<file path="src/rtl/dh_pkg.sv">
package dh_pkg;

    typedef enum logic [1:0] {
        OWN_CORE = 2'd0,
        OWN_DMA  = 2'd1,
        HANDBACK = 2'd2
    } owner_e;

    typedef struct packed {
        logic ack_n;
        logic drive;
        logic stall;
    } ctl_t;

    function automatic ctl_t ctl_of(owner_e s);
        ctl_t c;
        case (s)
            OWN_DMA:  begin c.ack_n = 1'b0; c.drive = 1'b0; c.stall = 1'b1; end
            HANDBACK: begin c.ack_n = 1'b1; c.drive = 1'b0; c.stall = 1'b1; end
            default:  begin c.ack_n = 1'b1; c.drive = 1'b1; c.stall = 1'b0; end
        endcase
        return c;
    endfunction

    function automatic owner_e next_owner(owner_e s, logic req, logic idle);
        owner_e n;
        n = s;
        case (s)
            OWN_CORE: if (req && idle) n = OWN_DMA;
            OWN_DMA:  if (!req)        n = HANDBACK;
            HANDBACK:                  n = OWN_CORE;
            default:                   n = OWN_CORE;
        endcase
        return n;
    endfunction

endpackage

</file>
<file path="src/rtl/dh_sync.sv">
module dh_sync #(
    parameter int   STAGES    = 2,
    parameter logic RESET_VAL = 1'b1
) (
    input  logic clk,
    input  logic rst,
    input  logic d,
    output logic q
);
    localparam int LAST = STAGES - 1;

    logic [LAST:0] chain;

    always_ff @(posedge clk) begin
        if (rst) chain <= {STAGES{RESET_VAL}};
        else     chain <= {chain[LAST-1:0], d};
    end

    assign q = chain[LAST];
endmodule

</file>
<file path="src/rtl/dh_fsm.sv">
module dh_fsm
    import dh_pkg::*;
(
    input  logic clk,
    input  logic rst,
    input  logic req,
    input  logic idle,
    output ctl_t ctl
);
    owner_e owner_q;

    always_ff @(posedge clk) begin
        if (rst) owner_q <= OWN_CORE;
        else     owner_q <= next_owner(owner_q, req, idle);
    end

    assign ctl = ctl_of(owner_q);
endmodule

</file>
<file path="src/rtl/dh_fanout.sv">
module dh_fanout #(
    parameter int W = 8
) (
    input  logic         en,
    output logic [W-1:0] oe
);
    for (genvar i = 0; i < W; i++) begin : g_bit
        assign oe[i] = en;
    end
endmodule

</file>
<file path="src/rtl/dma_handoff_ctrl.sv">
module dma_handoff_ctrl
    import dh_pkg::*;
#(
    parameter int ADDR_W      = 16,
    parameter int DATA_W      = 8,
    parameter int CTRL_W      = 4,
    parameter int SYNC_STAGES = 2
) (
    input  logic              clk,
    input  logic              rst,
    input  logic              dma_req_n,
    input  logic              core_bus_idle,
    output logic              dma_ack_n,
    output logic              core_stall,
    output logic [ADDR_W-1:0] addr_oe,
    output logic [DATA_W-1:0] data_oe,
    output logic [CTRL_W-1:0] ctrl_oe
);
    logic req_n_sync;
    ctl_t ctl;

    dh_sync #(.STAGES(SYNC_STAGES), .RESET_VAL(1'b1)) u_sync (
        .clk(clk), .rst(rst), .d(dma_req_n), .q(req_n_sync)
    );

    dh_fsm u_fsm (
        .clk(clk), .rst(rst), .req(~req_n_sync), .idle(core_bus_idle), .ctl(ctl)
    );

    dh_fanout #(.W(ADDR_W)) u_addr (.en(ctl.drive), .oe(addr_oe));
    dh_fanout #(.W(DATA_W)) u_data (.en(ctl.drive), .oe(data_oe));
    dh_fanout #(.W(CTRL_W)) u_ctrl (.en(ctl.drive), .oe(ctrl_oe));

    assign dma_ack_n  = ctl.ack_n;
    assign core_stall = ctl.stall;
endmodule

</file>
<file path="config.mk">
export PLATFORM = sky130hd
export DESIGN_NAME = dma_handoff_ctrl
export DESIGN_NICKNAME = d
export VERILOG_FILES = /design/src/rtl/dh_pkg.sv /design/src/rtl/dh_sync.sv /design/src/rtl/dh_fsm.sv /design/src/rtl/dh_fanout.sv /design/src/rtl/dma_handoff_ctrl.sv
export SDC_FILE = /design/constraint.sdc
export NUM_CORES = 1
export LEC_CHECK = 0
export ABC_AREA = 1
export ABC_CLOCK_PERIOD_IN_PS = 4600
export BUFFER_PORTS_ARGS = -buffer_cell sky130_fd_sc_hd__buf_2
export CORE_MARGIN = 3
export CORE_UTILIZATION = 30
export DETAILED_ROUTE_END_ITERATION = 10
export PLACE_DENSITY_LB_ADDON = 0.15
export SLEW_MARGIN = 20
export SYNTH_ARGS = -nofsm -noshare
export SYNTH_HDL_FRONTEND = slang
export SYNTH_SLANG_ARGS = --single-unit
</file>
<file path="constraint.sdc">
create_clock -name clk -period 4.6 [get_ports clk]
set_clock_uncertainty 0.1 [all_clocks]
set_input_delay 0.23 -clock clk [delete_from_list [all_inputs] [get_ports clk]]
set_output_delay 0.23 -clock clk [all_outputs]
set_load 0.02 [all_outputs]
</file>
==> results of run 1 <==
-- sequential cells by signal, summed over array words and instances, names as in the netlist --
name / flops
u_fsm.owner_q: 2
u_sync.chain: 2
-- cells by family after synthesis --
| family | count (synthesis) |
|---|---|
| flip-flops | 4 |
| AND/OR/NAND/NOR | 11 |
| AO/OA/AOI/OAI | 2 |
| buffers and inverters | 36 |
| adder cells (fa/ha/maj) | 4 |
-- per-layer routing --
metal / vias to the layer above / track usage
li1: 156 / -
met1: 114 / 0.05405
met2: 14 / 0.09302
met3: 0 / 0.02490
met4: 0 / 0.1084
met5: - / 0
-- critical path: stages, from the launching register on --
cell and delay (ns):
dfxtp_1 0.38, inv_1 0.08, ha_1 0.30, inv_1 0.38, buf_2 0.26
-- per-stage QoR --
stage | hold WS [ns] | util
2_1_floorplan | 0.2338 | -
3_3_place_gp | 0.2989 | 0.3049
3_5_place_dp | 0.3079 | 0.3049
4_1_cts | 0.07597 | 0.3218
5_1_grt | 0.07968 | 0.3218
6_report | 0.08309 | 0.3218
-- worst paths after layout --
check / to / slack [ns] / depth (start not counted)
max: addr_oe[7] / 2.64 / 4
min: u_sync.chain[0] / 0.08 / 2
max reg2reg: u_fsm.owner_q[0] / 3.47 / 6
min reg2reg: u_sync.chain[1] / 0.31 / 1
-- final cells by class --
cell class / count / area, um^2
repair buffers: 33 / 165.2
inverters: 8 / 30.03
multi-input cells: 17 / 112.6
flip-flops and latches: 4 / 80.08
clock buffers: 3 / 22.52
well taps: 15 / 18.77
fillers: 153 / 904.6
-- cell usage in the layout, fill, tap and decap left out --
cell and n:
nand2_1 4, nor2_1 2, inv_1 8, ha_1 4
or2_2 2, nand2_2 2, buf_2 33, nand3_1 1
a21oi_1 2, dfxtp_1 4, clkbuf_4 3
==> metrics.md, run 1 <==
| Metric | Value |
|---|---|
| Multiplexer share of the synthesized area | 0 |
| Reg-to-reg startpoint | u_fsm.owner_q[0] |
| Mapped Avg Cell Area | 7.595 um^2 |
| Row cnt | 13 |
| Compound-Gate Fraction of Synth Area | 0.02312 |
| Crit Path Max Fanout | 28 |
| Post-synth top area cell | buf_4 |
| Placed Area | 406.6 um^2 |
| Worst slack, placed | 2.862 ns |
| First-pass GRT wire length | 821 um |
| Nets@finish | 75 |
| GRT overflow | 0 |
| Seq/Total Area, Yosys | 0.1850 |
| Category of the most critical setup path | flop to output pin |
| Drt pass-1 iters | 4 |
| Setup crit end kind | output pin |
| CP Launch Type | flop |
| DRC | 0 |
| Cells after synthesis | 57 |
| Hold Startpoint | dma_req_n |
| RSZ-0062 raised after global routing | no |
| Yosys warnings | 0 |
| Die ar. | 1935 um^2 |
| Required @ worst endpoint | 4.27 ns |
| Met3 routed WL | 62 um |
| Final WS setup | 2.641 ns |
| H-tree depth | 1 |
| DR vias/cell | 3.550 |
| Core Footprint | 1334 um^2 |
| Register bit total from synthesis | 4 |
| Detailed Place HPWL | 494.2 um |
| Post-CTS Setup Repair Bufs | 0 |
| Chip width | 43.99 um |
| Share of cells above drive strength 1 | 0.6154 |
| Max Root-Sink Buffers | 2 |
| Drt first-iter violations | 4 |
| Netlist cell types | 10 |
| Post-route clock period utilization | 0.4259 |
| Clock slew at reported path FFs | 0.04 ns |
| Top cells by count, synth | 28 x buf_4, 8 x inv_1, 4 x dfxtp_1, 4 x ha_1, 4 x nand2_1 |
| Via count | 284 |
| Post-CTS Resized | 0 |
| CP Launch Point | u_fsm.owner_q[0] |
| TritonCTS clock tree | yes |
| Met1 wire length | 234 um |
| GRT Total Usage | 0.06538 |
| Final std cells w/o fill | 80 |
| Final setup fails | 0 |
| Design area | 429.2 um^2 |
| Initial Util | 0.3246 |
| Met2 wire len | 295 um |
| Cell with the most instances after synthesis | buf_4 |
| EDFF count, synth | 0 |
| Initial antenna violation count | 0 |
| Clock Latency Late Sink | 0.23 ns |
| Port Buf Inserts | 33 |
| Post-synthesis simple-gate area fraction | 0.1214 |
| Syn nets | 65 |
| Final ANT Viol Nets | 0 |
| Minimum clock period | 1.959 ns |
| Synth area leaders | buf_4 49%, dfxtp_1 18%, ha_1 12% |
| Ys async rst share | 0 |
| Diode count | 0 |
| Slew headroom | 0.6693 |
| Root Driver | clkbuf_4 |
| Primary FF master, synth | dfxtp_1 |
| Worst Tran Pin Value | 0.4954 ns |
| Die Y | 43.99 um |
| Hold buffer count at CTS | 0 |
| Max Transition Viols Final | 0 |
| Final wirelength | 592 um |
| Synth Area in XOR/XNOR | 0 |
| Post-Synth Adder-Cell Area | 0.1156 |
| WP data arrival | 1.63 ns |
| Syn-to-layout area delta | -0.8669% |
| Highest layer used for signal routing | met3 |
| Wire length per cell | 7.400 um |
| Gpl congestion | 0.6574 |
| Highest clock rate | 510.4 MHz |
| Post-synth top area share | 0.4855 |
| Vias in the first global route | 219 |
| Max-cap violations | 0 |
| Final Hold Vio Count | 0 |
| Placed cells | 77 |
| Largest family of logic cells by synthesized area | buffers and inverters |
| Worst min path class | input port to flop |
| CTS Sinks | 4 |
| Cts bufs inserted | 3 |
| IO Pins | 34 |
| Synthesized cell area | 432.9 um^2 |
| Largest net degree at the start of global routing | 29 |
| Setup TNS Final | 0 ns |
| Outcome | completed |
Power of run 1 is left out: the tool's default activity adds up to more than one toggle a clock period on the data nets, which glitch-free logic cannot reach.
==> inputs of run 2 (changes only) <==
- ABC_AREA: 1 -> 0
- ABC_CLOCK_PERIOD_IN_PS: 4600 -> 1900
- clock period: 4.6 -> 1.9 ns (I/O delays scaled with it)
==> metrics.md, run 2 <==
| Metric | Value |
|---|---|
| Seq/Total Area, Yosys | 0.1823 |
| Drt pass-1 iters | 1 |
| Worst path cell trace | inv_1, ha_1, clkinvlp_4, buf_2 |
| Synth area leaders | buf_4 48%, dfxtp_1 18%, ha_1 11% |
| Core Footprint | 1334 um^2 |
| Cts bufs inserted | 3 |
| GRT Total Usage | 0.07571 |
| First-pass GRT wire length | 876 um |
| Initial antenna violation count | 0 |
| Most common cell after layout, fill and taps aside | buf_2 |
| GRT overflow | 0 |
| Syn-to-layout area delta | 6.838% |
| Slowest Stage Delay on Critical Path | 0.35 ns |
| Final setup fails | 0 |
| Slew headroom | 0.8161 |
| Port Buf Inserts | 33 |
| Die ar. | 1959 um^2 |
| Max-cap violations | 0 |
| Max Root-Sink Buffers | 2 |
| Final ANT Viol Nets | 0 |
| Vias in the first global route | 208 |
| TritonCTS clock tree | yes |
| Required @ worst endpoint | 1.70 ns |
| Gpl congestion | 0.6805 |
| CP Launch Type | flop |
| Row cnt | 13 |
| Outcome | completed |
| Post-CTS Setup Repair Bufs | 0 |
| Crit Path Max Fanout | 28 |
| Synth Area in XOR/XNOR | 0 |
| Initial Util | 0.3293 |
| DR vias/cell | 3.805 |
| Chip width | 44.26 um |
| Share of cells above drive strength 1 | 0.6613 |
| Post-synthesis simple-gate area fraction | 0.08262 |
| Clock Latency Late Sink | 0.24 ns |
| Register bit total from synthesis | 4 |
| Mapped Avg Cell Area | 8.611 um^2 |
| Diode count | 0 |
| Fillcell total | 152 |
| Worst Tran Pin Value | 0.2752 ns |
| Netlist cell types | 12 |
| Primary FF master, synth | dfxtp_1 |
| CTS Sinks | 4 |
| Root Driver | clkbuf_4 |
| Synthesized cell area | 439.2 um^2 |
| Die Y | 44.26 um |
| Post-synth top area share | 0.4786 |
| Yosys warnings | 0 |
| DRC | 0 |
| Worst min path class | input port to flop |
| Post-synth top area cell | buf_4 |
| Via count | 293 |
| Drt first-iter violations | 0 |
| H-tree depth | 1 |
| Compound-Gate Fraction of Synth Area | 0.09972 |
| Top cells by count, synth | 28 x buf_4, 5 x inv_1, 4 x dfxtp_1, 4 x ha_1 |
| Minimum clock period | 1.749 ns |
| Top flop regs | u_fsm.owner_q x2, u_sync.chain x2 |
| Ys async rst share | 0 |
| Crit-path leading delay family | buffers and inverters |
| Highest clock rate | 571.8 MHz |
| Largest family of logic cells by synthesized area | buffers and inverters |
| Final wirelength | 687 um |
| WP buf/inv | 3 |
| Nets@finish | 72 |
| Category of the most critical setup path | flop to output pin |
| Clock slew at reported path FFs | 0.04 ns |
| Commonest cells after routing, fill and taps aside | 33 x buf_2, 4 x inv_1, 4 x ha_1, 4 x dfxtp_1 |
| Final Hold Vio Count | 0 |
| Critical-path top delay cell | dfxtp_1 |
| Cells after synthesis | 51 |
| Largest net degree at the start of global routing | 29 |
| Setup TNS Final | 0 ns |
| Syn nets | 59 |
| EDFF count, synth | 0 |
| Setup crit end kind | output pin |
| RSZ-0062 raised after global routing | no |
| Post-route clock period utilization | 0.9205 |
| Wire length per cell | 8.922 um |
| Cell with the most instances after synthesis | buf_4 |
| WP data arrival | 1.55 ns |
| Post-Synth Adder-Cell Area | 0.1140 |
| IO Pins | 34 |
| Multiplexer share of the synthesized area | 0 |
| Max Transition Viols Final | 0 |
-- run 2: worst min-delay path, cell delays in order --
cell	delay, ns
buf_2	0.10
nand2b_4	0.05
a21oi_1	0.13
nor3_1	0.06
-- run 2: path summary, 6_finish.rpt --
kind / startpoint / endpoint / slack, ns / cells past startpoint
min reg2reg: u_sync.chain[0] / u_sync.chain[1] / 0.31 / 1
min: core_bus_idle / u_fsm.owner_q[1] / 0.15 / 4
max: u_fsm.owner_q[0] / addr_oe[13] / 0.15 / 4
max reg2reg: u_fsm.owner_q[0] / u_fsm.owner_q[0] / 0.47 / 4
-- run 2: routing by layer --
metal  wire length, um  track usage
met1               250      0.06569
met5                 0            0
met3                86      0.06504
met4                35       0.1084
met2               315      0.08721
-- run 2: metrics by stage --
stage | cells | setup WS, ns | instance area (um^2) | hold WS, ns | util
6_report | 77 | 0.1511 | 469.2 | 0.1515 | 0.3518
4_1_cts | 77 | 0.01545 | 465.4 | 0.1468 | 0.3490
3_3_place_gp | 71 | 0.3408 | 412.9 | 0.1790 | 0.3096
2_1_floorplan | 51 | 0.1962 | 439.2 | 0.06386 | -
5_1_grt | 77 | 0.0001168 | 469.2 | 0.1683 | 0.3518
3_5_place_dp | 71 | 0.2879 | 412.9 | 0.1807 | 0.3096
-- run 2: what timing repair did --
item | 4_1_cts | 5_1_grt
hold endpoints to repair | 4 | 0
resized for setup | 0 | 1
endpoints found under the setup margin | 0 | 28
hold buffers | 3 | 0
-- run 2: final cells by class --
cell class / count / area (um^2) / area share
Clock buffer: 3 / 22.52 / 0.04800
Inverter: 5 / 22.52 / 0.04800
Multi-Input combinational cell: 14 / 130.1 / 0.2773
Sequential cell: 4 / 80.08 / 0.1707
Tap cell: 15 / 18.77 / 0.04000
Timing Repair Buffer: 36 / 195.2 / 0.4160
-- run 2: kinds of logic after synthesis --
family                   Yosys count
AND/OR/NAND/NOR                    5
AO/OA/AOI/OAI                      5
flip-flops                         4
buffers and inverters             33
adder cells (fa/ha/maj)            4
Power of run 2 is left out for the same reason.
==> inputs of run 3 (changes only) <==
- CELL_PAD_IN_SITES_DETAIL_PLACEMENT: default -> 0
- CELL_PAD_IN_SITES_GLOBAL_PLACEMENT: default -> 1
- CORE_UTILIZATION: 30 -> 25
- REMOVE_ABC_BUFFERS: default -> 1
==> metrics.md, run 3 (synthesis gave the netlist of run 2 again) <==
| Metric | Value |
|---|---|
| Slowest Stage Delay on Critical Path | 0.35 ns |
| Gpl congestion | 0.6397 |
| Share of cells above drive strength 1 | 0.6613 |
| Initial antenna violation count | 0 |
| Clock Latency Late Sink | 0.23 ns |
| Port Buf Inserts | 33 |
| Wire length per cell | 9.910 um |
| Hold EP | u_fsm.owner_q[1] |
| Initial Util | 0.2786 |
| Reg-to-reg startpoint | u_fsm.owner_q[0] |
| Top flop regs | u_fsm.owner_q x2, u_sync.chain x2 |
| Highest clock rate | 607.3 MHz |
| DRC | 0 |
| Crit Path Max Fanout | 28 |
| Final wirelength | 773 um |
| Post-CTS Resized | 0 |
| Minimum clock period | 1.647 ns |
| Core Footprint | 1577 um^2 |
| Post-route clock period utilization | 0.8666 |
| FF-to-FF End | u_fsm.owner_q[0] |
| Hold path depth | 4 |
| Root Driver | clkbuf_4 |
| WP buf/inv | 4 |
| Outcome | completed |
| RSZ-0062 raised after global routing | no |
| TritonCTS clock tree | yes |
| FF-to-FF setup slack | 0.46 ns |
| Slew headroom | 0.7823 |
| Hold Startpoint | core_bus_idle |
| Worst path cell trace | inv_1, ha_1, inv_1, buf_4, buf_2 |
| Placed cells | 73 |
| Die Y | 47.91 um |
| Via count | 273 |
| GRT Total Usage | 0.06551 |
| Cells on worst reg2reg path | 4 |
| CTS Sinks | 4 |
| Min Hold Slack | 0.1787 ns |
| Required @ worst endpoint | 1.70 ns |
| Design area | 464.2 um^2 |
| Placed Area | 421.7 um^2 |
| Drt pass-1 iters | 1 |
| Vias in the first global route | 247 |
| Crit path top cell by count | inv_1 |
| Commonest cells after routing, fill and taps aside | 33 x buf_2, 5 x inv_1, 4 x ha_1, 4 x dfxtp_1, 3 x clkbuf_4 |
| Worst min path class | input port to flop |
| Worst Tran Pin Value | 0.3246 ns |
| Max-cap violations | 0 |
| Category of the most critical setup path | flop to output pin |
| WP data arrival | 1.45 ns |
| Final ANT Viol Nets | 0 |
| Most common cell after layout, fill and taps aside | buf_2 |
| GRT overflow | 0 |
| Die ar. | 2295 um^2 |
| Final Hold Vio Count | 0 |
| CP Launch Type | flop |
| Final std cells w/o fill | 78 |
| Row cnt | 14 |
| Cts bufs inserted | 3 |
| Setup crit end kind | output pin |
| Diode count | 0 |
| Drt first-iter violations | 0 |
| DR vias/cell | 3.500 |
| Max Transition Viols Final | 0 |
| Crit-path leading delay family | buffers and inverters |
| Max Root-Sink Buffers | 2 |
| H-tree depth | 1 |
| Final setup fails | 0 |
| Largest net degree at the start of global routing | 29 |
| Syn-to-layout area delta | 5.698% |
| Nets@finish | 72 |
| Chip width | 47.91 um |
| First-pass GRT wire length | 1007 um |
| Clock slew at reported path FFs | 0.04 ns |
| Critical-path top delay cell | dfxtp_1 |
| IO Pins | 34 |
-- run 3: area by class of cell --
type | instances | area (um^2)
Fill cell | 175 | 1112
Timing Repair Buffer | 36 | 192.7
Multi-Input combinational cell | 14 | 130.1
Sequential cell | 4 | 80.08
Clock buffer | 3 | 22.52
Tap cell | 16 | 20.02
Inverter | 5 | 18.77
-- run 3: stage by stage --
step                      TNS, ns    util  setup slack (ns)
after floorplan            -64.45       -            -2.302
after CTS                       0  0.2944            0.2275
final                           0  0.2944            0.2534
after global routing            0  0.2944            0.1262
after global placement          0  0.2675            0.4547
after detailed placement        0  0.2675            0.4726
-- run 3: worst min-delay path: cells and delay by family --
family / cells / cell delay (ns)
AOI/OAI and AO/OA: 1 / 0.15
and+or+nand+nor: 2 / 0.12
buffers and inverters: 1 / 0.10
-- run 3: worst max path at each step --
| stage | start | endpoint | slack (ns) | cells past startpoint |
|---|---|---|---|---|
| after floorplan | u_fsm.owner_q[0] | addr_oe[0] | -2.30 | 3 |
| after CTS | u_fsm.owner_q[0] | addr_oe[6] | 0.23 | 5 |
| after detailed placement | u_fsm.owner_q[0] | u_fsm.owner_q[0] | 0.47 | 4 |
| after global placement | u_fsm.owner_q[0] | u_fsm.owner_q[0] | 0.45 | 4 |
| final | u_fsm.owner_q[0] | addr_oe[6] | 0.25 | 5 |
| after global routing | u_fsm.owner_q[0] | data_oe[4] | 0.13 | 5 |
-- run 3: timing repair --
item	in CTS	in global routing
buffers inserted	0	0
hold buffers	2	0
endpoints found under the hold margin	3	0
-- run 3: layer usage --
metal  GRT usage  up-vias  part of all wire
met5           0        -                 0
met4     0.08065        0                 0
li1            -      154                 -
met2     0.08971        3              0.59
met1     0.07659      116              0.39
met3     0.01128        0             0.018
Power of run 3 is left out for the same reason.
